[config.mk]
export PLATFORM = sky130hd
export DESIGN_NAME = bcd_calendar_clock
export DESIGN_NICKNAME = d
export VERILOG_FILES = /design/src/rtl/cal_pkg.sv /design/src/rtl/cal_ctrl.sv /design/src/rtl/cal_datapath.sv /design/src/rtl/bcd_calendar_clock.sv
export SDC_FILE = /design/constraint.sdc
export NUM_CORES = 1
export LEC_CHECK = 0
export BUFFER_PORTS_ARGS = -buffer_cell sky130_fd_sc_hd__buf_2
export CAP_MARGIN = 20
export CORE_MARGIN = 3
export CORE_UTILIZATION = 31
export CTS_CLUSTER_DIAMETER = 60
export DETAILED_ROUTE_END_ITERATION = 6
export MAX_ROUTING_LAYER = met4
export SLEW_MARGIN = 20
export SYNTH_ARGS = -nofsm -noshare
export SYNTH_HDL_FRONTEND = slang
export SYNTH_HIERARCHICAL = 1
export SYNTH_SLANG_ARGS = --single-unit
[constraint.sdc]
create_clock -name clk -period 8.2 [get_ports clk]
set_input_delay 1.64 -clock clk [delete_from_list [all_inputs] [get_ports clk]]
set_output_delay 1.64 -clock clk [all_outputs]
set_load 0.01 [all_outputs]
[src/rtl/cal_pkg.sv]
`timescale 1ns/1ps
package cal_pkg;
  localparam int DATA_W     = 8;
  localparam int ADDR_W     = 4;
  localparam int NUM_FIELDS = 8;
  localparam int FIELD_W    = $clog2(NUM_FIELDS);

  localparam int SEC_I   = 0;
  localparam int MIN_I   = 1;
  localparam int HOUR_I  = 2;
  localparam int DOW_I   = 3;
  localparam int DATE_I  = 4;
  localparam int MONTH_I = 5;
  localparam int YEAR_I  = 6;
  localparam int CENT_I  = 7;

  localparam logic [ADDR_W-1:0] CTRL_ADDR = ADDR_W'(8);
  localparam logic [ADDR_W-1:0] FLAG_ADDR = ADDR_W'(9);

  typedef logic [NUM_FIELDS-1:0][DATA_W-1:0] timeSet_t;

  // century 20, year 00, month 01, date 01, weekday 1, 00:00:00
  localparam timeSet_t RESET_TIME = {8'h20, 8'h00, 8'h01, 8'h01,
                                     8'h01, 8'h00, 8'h00, 8'h00};

  typedef struct packed {
    logic               advance;
    logic               copy;
    logic               load;
    logic [FIELD_W-1:0] field;
    logic [DATA_W-1:0]  data;
  } calStrobe_t;
endpackage

[src/rtl/cal_ctrl.sv]
`timescale 1ns/1ps
module cal_ctrl
  import cal_pkg::*;
(
  input  logic              clk,
  input  logic              rstN,
  input  logic              secTick,
  input  logic              oscEn,
  input  logic              wrEn,
  input  logic [ADDR_W-1:0] wrAddr,
  input  logic [DATA_W-1:0] wrData,
  output calStrobe_t        strobe,
  output logic              freezeQ
);
  logic timeWrite;
  logic ctrlWrite;

  assign timeWrite = wrEn && (wrAddr < ADDR_W'(NUM_FIELDS));
  assign ctrlWrite = wrEn && (wrAddr == CTRL_ADDR);

  always_ff @(posedge clk) begin
    if (!rstN)          freezeQ <= 1'b0;
    else if (ctrlWrite) freezeQ <= wrData[0];
  end

  always_comb begin
    strobe.advance = oscEn && secTick && !timeWrite;
    strobe.copy    = !freezeQ;
    strobe.load    = timeWrite;
    strobe.field   = wrAddr[FIELD_W-1:0];
    strobe.data    = wrData;
  end


  freeze_write_chk: assert property (@(posedge clk) disable iff (!rstN)
    ctrlWrite |=> freezeQ == $past(wrData[0]));


  osc_gate_chk: assert property (@(posedge clk) disable iff (!rstN)
    !oscEn |-> !strobe.advance);
endmodule

[src/rtl/cal_datapath.sv]
`timescale 1ns/1ps
module cal_datapath
  import cal_pkg::*;
(
  input  logic       clk,
  input  logic       rstN,
  input  calStrobe_t strobe,
  output timeSet_t   userTime
);
  timeSet_t intQ, intNext;
  timeSet_t userQ, userNext;
  logic     leapYear;

  function automatic logic [DATA_W-1:0] bcdInc(input logic [DATA_W-1:0] v);
    if (v[3:0] == 4'd9) return {v[7:4] + 4'd1, 4'd0};
    else                return {v[7:4], v[3:0] + 4'd1};
  endfunction

  function automatic logic [6:0] bcdToBin(input logic [DATA_W-1:0] v);
    return ({3'b000, v[7:4]} * 7'd10) + {3'b000, v[3:0]};
  endfunction

  function automatic logic isLeap(input logic [DATA_W-1:0] yr,
                                  input logic [DATA_W-1:0] cent);
    logic [6:0] yb, cb;
    yb = bcdToBin(yr);
    cb = bcdToBin(cent);
    return (yb[1:0] == 2'b00) && ((yb != 7'd0) || (cb[1:0] == 2'b00));
  endfunction

  function automatic logic [DATA_W-1:0] monthLast(input logic [DATA_W-1:0] mon,
                                                  input logic leap);
    case (mon)
      8'h02:                      return leap ? 8'h29 : 8'h28;
      8'h04, 8'h06, 8'h09, 8'h11: return 8'h30;
      default:                    return 8'h31;
    endcase
  endfunction

  assign leapYear = isLeap(intQ[YEAR_I], intQ[CENT_I]);

  always_comb begin
    intNext = intQ;
    if (strobe.load) begin
      intNext[strobe.field] = strobe.data;
    end else if (strobe.advance) begin
      if (intQ[SEC_I] != 8'h59) intNext[SEC_I] = bcdInc(intQ[SEC_I]);
      else begin
        intNext[SEC_I] = 8'h00;
        if (intQ[MIN_I] != 8'h59) intNext[MIN_I] = bcdInc(intQ[MIN_I]);
        else begin
          intNext[MIN_I] = 8'h00;
          if (intQ[HOUR_I] != 8'h23) intNext[HOUR_I] = bcdInc(intQ[HOUR_I]);
          else begin
            intNext[HOUR_I] = 8'h00;
            intNext[DOW_I]  = (intQ[DOW_I] == 8'h07) ? 8'h01 : bcdInc(intQ[DOW_I]);
            if (intQ[DATE_I] != monthLast(intQ[MONTH_I], leapYear))
              intNext[DATE_I] = bcdInc(intQ[DATE_I]);
            else begin
              intNext[DATE_I] = 8'h01;
              if (intQ[MONTH_I] != 8'h12) intNext[MONTH_I] = bcdInc(intQ[MONTH_I]);
              else begin
                intNext[MONTH_I] = 8'h01;
                if (intQ[YEAR_I] != 8'h99) intNext[YEAR_I] = bcdInc(intQ[YEAR_I]);
                else begin
                  intNext[YEAR_I] = 8'h00;
                  intNext[CENT_I] = (intQ[CENT_I] == 8'h99) ? 8'h00
                                                            : bcdInc(intQ[CENT_I]);
                end
              end
            end
          end
        end
      end
    end
  end

  always_comb begin
    userNext = userQ;
    if (strobe.copy)      userNext = intNext;
    else if (strobe.load) userNext[strobe.field] = strobe.data;
  end

  always_ff @(posedge clk) begin
    if (!rstN) begin
      intQ  <= RESET_TIME;
      userQ <= RESET_TIME;
    end else begin
      intQ  <= intNext;
      userQ <= userNext;
    end
  end

  assign userTime = userQ;


  sec_wrap_chk: assert property (@(posedge clk) disable iff (!rstN)
    (strobe.advance && intQ[SEC_I] == 8'h59) |=> intQ[SEC_I] == 8'h00);


  dow_wrap_chk: assert property (@(posedge clk) disable iff (!rstN)
    (strobe.advance && intQ[SEC_I] == 8'h59 && intQ[MIN_I] == 8'h59 &&
     intQ[HOUR_I] == 8'h23 && intQ[DOW_I] == 8'h07) |=> intQ[DOW_I] == 8'h01);


  year_wrap_chk: assert property (@(posedge clk) disable iff (!rstN)
    (strobe.advance && intQ[YEAR_I] == 8'h99 && intQ[MONTH_I] == 8'h12 &&
     intQ[DATE_I] == 8'h31 && intQ[HOUR_I] == 8'h23 && intQ[MIN_I] == 8'h59 &&
     intQ[SEC_I] == 8'h59) |=> (intQ[YEAR_I] == 8'h00 && intQ[MONTH_I] == 8'h01 &&
     intQ[CENT_I] != $past(intQ[CENT_I])));


  int_hold_chk: assert property (@(posedge clk) disable iff (!rstN)
    (!strobe.advance && !strobe.load) |=> intQ == $past(intQ));


  user_hold_chk: assert property (@(posedge clk) disable iff (!rstN)
    (!strobe.copy && !strobe.load) |=> userQ == $past(userQ));
endmodule

[src/rtl/bcd_calendar_clock.sv]
`timescale 1ns/1ps
module bcd_calendar_clock
  import cal_pkg::*;
(
  input  logic              clk,
  input  logic              rstN,
  input  logic              secTick,
  input  logic              oscEn,
  input  logic              battLow,
  input  logic              wrEn,
  input  logic [ADDR_W-1:0] wrAddr,
  input  logic [DATA_W-1:0] wrData,
  input  logic [ADDR_W-1:0] rdAddr,
  output logic [DATA_W-1:0] rdData
);
  calStrobe_t strobe;
  logic       freezeQ;
  timeSet_t   userTime;

  cal_ctrl u_ctrl (
    .clk     (clk),
    .rstN    (rstN),
    .secTick (secTick),
    .oscEn   (oscEn),
    .wrEn    (wrEn),
    .wrAddr  (wrAddr),
    .wrData  (wrData),
    .strobe  (strobe),
    .freezeQ (freezeQ)
  );

  cal_datapath u_dp (
    .clk      (clk),
    .rstN     (rstN),
    .strobe   (strobe),
    .userTime (userTime)
  );

  always_comb begin
    if (rdAddr < ADDR_W'(NUM_FIELDS)) rdData = userTime[rdAddr[FIELD_W-1:0]];
    else if (rdAddr == CTRL_ADDR)     rdData = {{(DATA_W-1){1'b0}}, freezeQ};
    else if (rdAddr == FLAG_ADDR)     rdData = {{(DATA_W-1){1'b0}}, battLow};
    else                              rdData = '0;
  end


  flag_read_chk: assert property (@(posedge clk) disable iff (!rstN)
    (rdAddr == FLAG_ADDR) |-> (rdData[0] == battLow && rdData[DATA_W-1:1] == '0));
endmodule

### Yosys cells after proc, flatten, opt, wreduce, memory -nomap -nowiden

Cells that the tools add are included.

| operators by class | value |
|---|---|
| $add $sub $neg | 18 |
| multipliers | 2 |
| $lt $le $gt $ge | 5 |
| equal/unequal tests | 25 |
| mux-type cells | 42 |
| reductions and logical operators | 12 |

Operators by type and width:

| operator | count |
|---|---|
| 64-bit two-way mux | 4 |
| 8-bit two-way mux | 25 |
| 64-bit bitwise mux | 2 |
| 4-bit by 1-bit adder with 4-bit output (second input constant) | 16 |
| 56-bit two-way mux | 1 |
| 48-bit two-way mux | 1 |
| 4-bit equality test (second input constant) | 11 |
| 40-bit two-way mux | 1 |
| 8-bit binary-select mux with 3-bit select | 1 |
| 8-bit demux with 3-bit select | 1 |
| 8-bit by 3-bit equality test with 1-bit output (second input constant) | 3 |
| 24-bit two-way mux | 1 |
| 16-bit two-way mux | 1 |
| 8-bit by 7-bit inequality test with 1-bit output (second input constant) | 2 |
| 8-bit case mux with 2 select lines | 1 |
| 8-bit by 2-bit equality test with 1-bit output (second input constant) | 1 |
| 8-bit by 4-bit equality test with 1-bit output (second input constant) | 1 |
| 8-bit by 5-bit equality test with 1-bit output (second input constant) | 1 |
| 8-bit equality test (second input constant) | 1 |
| 3-bit by 4-bit less-than comparator with 1-bit output (second input constant) | 2 |
| 4-bit less-than comparator (second input constant) | 2 |
| 8-bit by 5-bit inequality test with 1-bit output (second input constant) | 1 |
| 8-bit by 6-bit inequality test with 1-bit output (second input constant) | 1 |
| 8-bit inequality test | 1 |
| 14 further kinds | 22 |

| word-level totals | value |
|---|---|
| register bits | 129 |
| input bits | 22 |
| logic and storage cells | 121 |

### Depth between registers and ports, before layout

Gate-level depths: netlist of run 1.

| logic depth | value |
|---|---|
| depth in word-level cells | 20 |
| depth in mapped cells | 13 |
| gate-level depth less buffers | 12 |

### Hierarchy

Netlist of run 1, hierarchy kept.

Modules (own cells, without submodules):

| module | instances | cells an instance | area each (um2) | seq. area each (um2) |
|---|---|---|---|---|
| cal_datapath | 1 | 1,038 | 8,059.0 | 2,562.5 |
| bcd_calendar_clock | 1 | 44 | 584.3 | 0.0 |
| cal_ctrl | 1 | 22 | 161.4 | 20.0 |

### Worst setup path after synthesis of run 1

Ideal clock, no wire load.

| timing | value |
|---|---|
| kind | input-to-reg |
| start | in wrEn |
| end | reg u_dp.userQ, in the netlist u_dp/userTime[55] |
| data arrival time | 4.135 ns |
| required time | 8.084 ns |
| slack | 3.949 ns |
| stages | 11 |
| path buffers | 1 |
| cell sequence | nor2b_1 nor2_1 and4b_1 buf_2 nand3_1 nor3_1 nand2_2 a2111oi_4 o21ai_1 a221o_1 a41o_1 |

RTL lines:

| item | RTL line | text |
|---|---|---|
| from (decl) | bcd_calendar_clock.sv:10 | `input logic wrEn,` |
| to (signal assigned) | cal_datapath.sv:90 | `userQ <= userNext;` |
| to (decl) | cal_datapath.sv:11 | `timeSet_t userQ, userNext;` |

### Final worst setup path of run 1

| timing | value |
|---|---|
| start | in rdAddr[0] |
| end | out rdData[1] |

| on the way | value |
|---|---|
| cells in the longest elaborated chain, start to end | 3 |
| elaborated cells on any way between the ends | 4 |
| classes of those cells | 1 x order compare; 3 x mux |

RTL lines:

| item | RTL line | text |
|---|---|---|
| from (decl) | bcd_calendar_clock.sv:13 | `input logic [ADDR_W-1:0] rdAddr,` |
| 8-bit binary-select mux with 3-bit select | bcd_calendar_clock.sv:40 | `if (rdAddr < ADDR_W'(NUM_FIELDS)) rdData = userTime[rdAddr[FIELD_W-1:0]];` |
| 8-bit two-way mux (implied by the code) | bcd_calendar_clock.sv:40 |  |
| 8-bit two-way mux (*) | bcd_calendar_clock.sv:40 |  |
| to (decl) | bcd_calendar_clock.sv:14 | `output logic [DATA_W-1:0] rdData` |

Every way passes the cells marked *; elsewhere a longest branch is shown, timed or not. The select of a mux whose other input is x is not followed.

==> results of run 1 <==
## power breakdown
| part | leakage (nW) | internal, mW | switching (mW) |
|---|---|---|---|
| Sequential | 1.05 | 0.653 | 0.0335 |
| Clock | 0.280 | 0.471 | 0.301 |
| Combinational | 2.46 | 0.0779 | 0.135 |
## through the flow
step	std cells	power (mW)	area [um2]	hold WS [ns]	setup slack [ns]
after floorplan	1104	0.845	8800	0.445	3.95
after global placement	1431	0.905	9070	0.483	3.17
after detailed placement	1431	0.907	9070	0.482	3.06
after CTS	1463	1.68	9670	0.489	3.30
after global routing	1464	1.73	9690	0.508	3.07
final	1464	1.67	9690	0.497	3.30
## how the worst max path moves through the flow
stage               startpoint                end  slack [ns]
floorplan                 wrEn  u_dp/userTime[55]        3.95
global placement          wrEn  u_dp/userTime[29]        3.17
detailed placement        wrEn  u_dp/userTime[29]        3.06
CTS                  rdAddr[0]          rdData[3]        3.30
global route              wrEn  u_dp/userTime[29]        3.07
finish               rdAddr[0]          rdData[1]        3.30
## placed cells by master (no fill, tap or decap), drive strengths merged, types with 19 or more instances in the layout
cell type	Yosys	layout
a21oi	104	104
mux2i	41	41
o21a	19	19
o21ai	59	59
buf	31	38
nand3	40	40
clkbuf	57	20
nor2	95	95
inv	36	36
nor3	25	25
ha	36	36
dfxtp	129	129
nand2	154	154
## final cells by class
cell class	instances	area, um2
Inverter	36	135
Clock inverter	12	134
Tap cell	378	473
Fill cell	2888	18200
Multi-Input combinational cell	851	5680
Sequential cell	129	2580
Timing Repair Buffer	38	220
Clock buffer	20	467
## synthesized netlist by cell type (all sizes together), types with 15 or more instances
cell type	count
nand2	154
dfxtp	129
a21oi	104
nor2	95
o21ai	59
clkbuf	57
mux2i	41
nand3	40
ha	36
inv	36
buf	31
nor3	25
o21a	19
and2	15
mux4	15
## worst max-delay path, cell delays in order
cell	delay, ns
buf_2	0.44
mux4_1	0.63
mux2i_1	0.31
nor2_1	0.08
buf_2	0.15
## sequential cells by signal, indices dropped and copies added (netlist names)
signal and cells:
u_dp/intQ 64, u_dp/userTime 64, u_ctrl/freezeQ 1
## cell families after synthesis
group	count (synthesis)	share of synthesized area
adders and majority gates	38	0.0557
xor gates and xnor gates	12	0.0119
muxes	70	0.106
AOI/OAI and AO/OA	322	0.248
and+or+nand+nor	409	0.222
buffers and inverters	124	0.0628
DFF	129	0.293
## per-layer routing
layer / part of all wire / vias to the layer above / routed length, um
li1: - / 3975 / -
met4: 0.022 / 0 / 642
met1: 0.47 / 4050 / 13500
met5: 0 / - / 0
met3: 0.077 / 32 / 2240
met2: 0.43 / 294 / 12500
==> impl_metrics.csv, run 1 <==
group,metric,value,unit
run,max-cap-violations,0,
global_route,use_met2,0.278,
placement,port_buffers,29,
floorplan,coreArea,27900,um2
logic_synthesis,synth_edf_count,0,
floorplan,dieArea,30500,um2
global_route,grt_start_max_net_pins,77,
global_route,grt_usage,0.191,
sta,max_freq,204,MHz
global_route,grt_pass1_wl,44.5,mm
finish,n_antenna_cell,0,
logic_synthesis,yosysWarnings,6,
worst_setup_path,cp-end-kind,"output port",
sta,finClkSkew,0.00875,ns
floorplan,rows,61,
global_route,grtUsageMet1,0.268,
worst_setup_path,cp-start-kind,"input port",
cts,ctsHoldBuffers,0,
cts,clk_latency,0.43,ns
cts,cts_buffers,17,
outcome,outcome,"complete, no violations",
worst_setup_path,critPathMaxFanout,18,
sta,setup_viol,0,
cts,postCtsSetupBuffers,0,
routing,drt_iter0_drc,867,
cts,tritoncts,"yes",
worst_setup_path,path_class,"input port to output port",
floorplan,initial_core_util,0.316,
cts,cts_buffer_depth,2,
logic_synthesis,ys_ff_latch,129,
floorplan,die_h,175,um
worst_hold_path,hp-start,"u_dp/userTime[39]",
worst_setup_path,reg2reg_depth,11,
global_route,busiest_layer,"met2",
sta,hold_violations,0,
floorplan,num_io_pins,30,
finish,area_delta_synth_final,10.0,%
routing,wl_per_cell,19.8,um
cts,htreeDepth,4,
placement,gp_congestion,0.898,
worst_hold_path,hold_class,"register to register",
global_route,grt-ovfl-total,0,
logic_synthesis,syn_area_per_cell,7.98,um2
routing,detail_route.vias_per_cell,5.70,
logic_synthesis,synth_area_leaders,"dfxtp_1 (29%), nand2_1 (6.5%), a21oi_1 (5.9%)",
routing,finalWirelength,29.0,mm
finish,layout-drive-gt1-share,0.105,
power,leakagePower,3.79,nW
sta,fin_crit_sh,0.598,
cts,clk_pin_slew,0.05,ns
worst_setup_path,worst-r2r-setup-slack,4.33,ns
worst_hold_path,min_path_cells,2,
worst_setup_path,required,6.56,ns
global_route,grt_antenna_before_repair,0,
routing,ant_nets,0,
worst_setup_path,cp_data_arrival_time,3.26,ns
power,peakVddDrop,145,uV
logic_synthesis,syn_inst,1104,
global_route,grt_pass1_vias,7681,
cts,ctsResizeCount,0,
finish,fin_nets,1133,
cts,cts-root-buf,"clkbuf_16",
finish,fin_util,0.348,
worst_hold_path,hold_end,"u_dp/userTime[39]",
sta,setup_tns,0,ns
floorplan,die_w,175,um
placement,dpl.hpwl,19.3,mm
routing,drc_errors,0,
sta,rsz0062_at_grt,"no",
sta,drv_slew,0,
routing,first_pass_iters,5,
global_route,met3_usage,0.0378,
logic_synthesis,synth_area,8800,um2
sta,tightest_slew,0.917,ns
sta,max-slew-margin-rel,0.387,
sta,period_needed,4.90,ns
logic_synthesis,synth_top_cell_by_area,"dfxtp_1",
cts,cts.sink_count,129,
logic_synthesis,synth_cell_types,90,
routing,vias,8351,
power,p_per_area,173,nW/um2
worst_setup_path,r2r-start,"u_dp/intQ[52]",
logic_synthesis,yosysSeqAreaShare,0.293,
worst_setup_path,r2r_end,"u_dp/intQ[60]",
logic_synthesis,syn_nets,1164,
logic_synthesis,async_flop_share,0,
logic_synthesis,synth_ff_type,"dfxtp_1",
logic_synthesis,synth_top_cell_area_share,0.293,
Power figures use the tool's default switching activity.
==> inputs of run 2 (changes only) <==
Settings changed: ABC_AREA from default to 1.
Clock period 8.2 ns to 5.15 ns, I/O delays scaled along.
==> run 2 against run 1 <==
  * Worst hold slack better by 0.0097 ns
  * Flip-flop and latch count unchanged
  * Total power grew 55%
  * Final cell count is 22% higher
  * Highest routed layer unchanged
  * Synthesized cell count grew 27%
  * Critical path depth is 3 higher
==> impl_metrics.csv, run 2 <==
group,metric,value,unit
routing,finalWirelength,30.4,mm
worst_setup_path,critPathMaxFanout,26,
logic_synthesis,syn_inst,1399,
routing,ant_nets,0,
cts,cts-root-buf,"clkbuf_16",
worst_setup_path,required,4.12,ns
sta,max_freq,272,MHz
placement,dpl.hpwl,21.4,mm
worst_setup_path,path_class,"input port to output port",
sta,setup_viol,0,
worst_setup_path,r2r-start,"u_dp/intQ[53]",
finish,layout_commonest_cell,"nand2_1",
worst_setup_path,reg2reg_depth,20,
worst_setup_path,cp_slowest_stage_delay,0.40,ns
placement,place_area,9250,um2
floorplan,num_io_pins,30,
placement,port_buffers,29,
logic_synthesis,synth.cells.most_frequent,"nand2_1 (367), inv_1 (192), dfxtp_1 (129)",
worst_setup_path,cp-start-kind,"input port",
logic_synthesis,synth_area,8880,um2
finish,fin_nets,1455,
logic_synthesis,ys_ff_latch,129,
logic_synthesis,synth_cell_types,52,
routing,vias,9400,
logic_synthesis,synth_edf_count,0,
cts,htreeDepth,4,
finish,layout-drive-gt1-share,0.0824,
finish,nFillCells,3027,
sta,fin_crit_sh,0.713,
finish,final_cell_mix,"nand2_1 (367), inv_1 (191), dfxtp_1 (129)",
sta,rsz0062_at_grt,"no",
logic_synthesis,synth_top_cell_area_share,0.291,
finish,area_delta_synth_final,10.6,%
global_route,grt_pass1_vias,8487,
worst_hold_path,hold_class,"register to register",
worst_setup_path,cp_data_arrival_time,2.64,ns
global_route,grt_antenna_before_repair,1,
cts,clk_pin_slew,0.07,ns
floorplan,die_h,175,um
logic_synthesis,async_flop_share,0,
floorplan,rows,61,
cts,ctsHoldBuffers,0,
floorplan,dieArea,30700,um2
finish,n_antenna_cell,0,
routing,drc_errors,0,
routing,first_pass_iters,6,
routing,drt_iter0_drc,879,
global_route,grt_usage,0.199,
sta,hold_violations,0,
power,peakVddDrop,215,uV
logic_synthesis,synth_ff_type,"dfxtp_1",
worst_setup_path,crit_path_start,"rdAddr[0]",
cts,postCtsSetupBuffers,0,
global_route,grt-ovfl-total,0,
global_route,grt_pass1_wl,47.0,mm
routing,wl_per_cell,17.0,um
run,max-cap-violations,0,
floorplan,initial_core_util,0.317,
outcome,outcome,"complete, no violations",
logic_synthesis,syn_nets,1459,
cts,cts_buffers,17,
worst_setup_path,r2r_end,"u_dp/userTime[45]",
sta,tightest_slew,0.707,ns
logic_synthesis,yosysWarnings,6,
floorplan,die_w,175,um
cts,cts.sink_count,129,
sta,period_needed,3.67,ns
logic_synthesis,syn_area_per_cell,6.35,um2
placement,gp_congestion,0.967,
worst_setup_path,worst-r2r-setup-slack,1.69,ns
finish,fin_util,0.351,
finish,fin_area,9830,um2
worst_setup_path,cp-end-kind,"output port",
cts,cts_buffer_depth,2,
sta,finClkSkew,0.0150,ns
logic_synthesis,synth_top_cell_by_area,"dfxtp_1",
logic_synthesis,synth_area_leaders,"dfxtp_1 (29%), nand2_1 (16%), inv_1 (8.1%)",
cts,ctsResizeCount,0,
cts,clk_latency,0.43,ns
sta,drv_slew,0,
power,p_per_area,264,nW/um2
worst_setup_path,endpoint,"rdData[4]",
global_route,grt_start_max_net_pins,57,
sta,max-slew-margin-rel,0.528,
floorplan,coreArea,28000,um2
power,leakagePower,4.24,nW
worst_setup_path,worstPathCellList,"buf_2 > inv_2 > nor2_4 > nand2_1 > nand3_1 > nand2_1 > nor2_1 > buf_2",
logic_synthesis,yosysSeqAreaShare,0.291,
cts,tritoncts,"yes",
logic_synthesis,yosysMostFrequentCell,"nand2_1",
sta,setup_tns,0,ns
routing,detail_route.vias_per_cell,5.27,
worst_setup_path,cpMaxStageDelayCell,"buf_2",
[run 2: cell types whose count changed after synthesis, moves of 26 or more]
cell,change
clkbuf_1,-27
inv_1,+157
nand3_1,+65
mux2i_1,-41
a21oi_1,-26
nand2_1,+214
o21ai_0,+65
[run 2: worst min path at each step]
stage | start | endpoint | cells after the start
2_1_floorplan | u_dp/userTime[61] | u_dp/userTime[61] | 2
3_3_place_gp | u_dp/userTime[61] | u_dp/userTime[61] | 2
3_5_place_dp | u_dp/userTime[61] | u_dp/userTime[61] | 2
4_1_cts | u_dp/userTime[19] | u_dp/userTime[19] | 2
5_1_grt | u_dp/userTime[61] | u_dp/userTime[61] | 2
6_report | u_dp/userTime[19] | u_dp/userTime[19] | 2
[run 2: critical path: cells and delay by family]
kind          cells  cell delay [ns]
buf+inv           3             0.82
simple gates      5             0.79
[run 2: cell type report]
type,instances,area (um2),share of cell area
well taps,378,473,0.0481
flip-flops and latches,129,2580,0.263
clock inverters,12,136,0.0139
multi-input cells,1006,5220,0.531
repair buffers,39,220,0.0224
clock buffers,19,443,0.0451
inverters,202,758,0.0771
[run 2: where the power goes]
group	switching [mW]	internal [mW]	total (mW)
clock network	0.494	0.724	1.22
logic	0.216	0.0878	0.304
registers	0.0346	1.04	1.07
[run 2: through the flow]
step / setup slack, ns / instances / power [mW] / hold slack, ns
after floorplan: 2.25 / 1399 / 1.29 / 0.434
after global placement: 1.43 / 1754 / 1.39 / 0.481
after detailed placement: 1.34 / 1754 / 1.39 / 0.485
after CTS: 1.54 / 1785 / 2.59 / 0.502
after global routing: 1.39 / 1785 / 2.68 / 0.525
final: 1.48 / 1785 / 2.59 / 0.507
[run 2: layer usage]
metal,wire length [um],part of all wire,vias to the layer above,track usage
li1,-,-,4574,-
met4,756,0.025,0,0.0592
met3,2260,0.074,57,0.0279
met5,0,0,-,-
met1,13400,0.44,4384,0.263
met2,14000,0.46,385,0.317
[run 2: kinds of logic (layout without fill, tap and decap cells)]
kind of cell               after synthesis  in the layout  synth area share
AOI/OAI and AO/OA                      295            295             0.193
xor gates and xnor gates                10             10           0.00986
buffers and inverters                  264            272             0.124
and+or+nand+nor                        663            663             0.327
DFF                                    129            129             0.291
adders and majority gates               38             38            0.0552
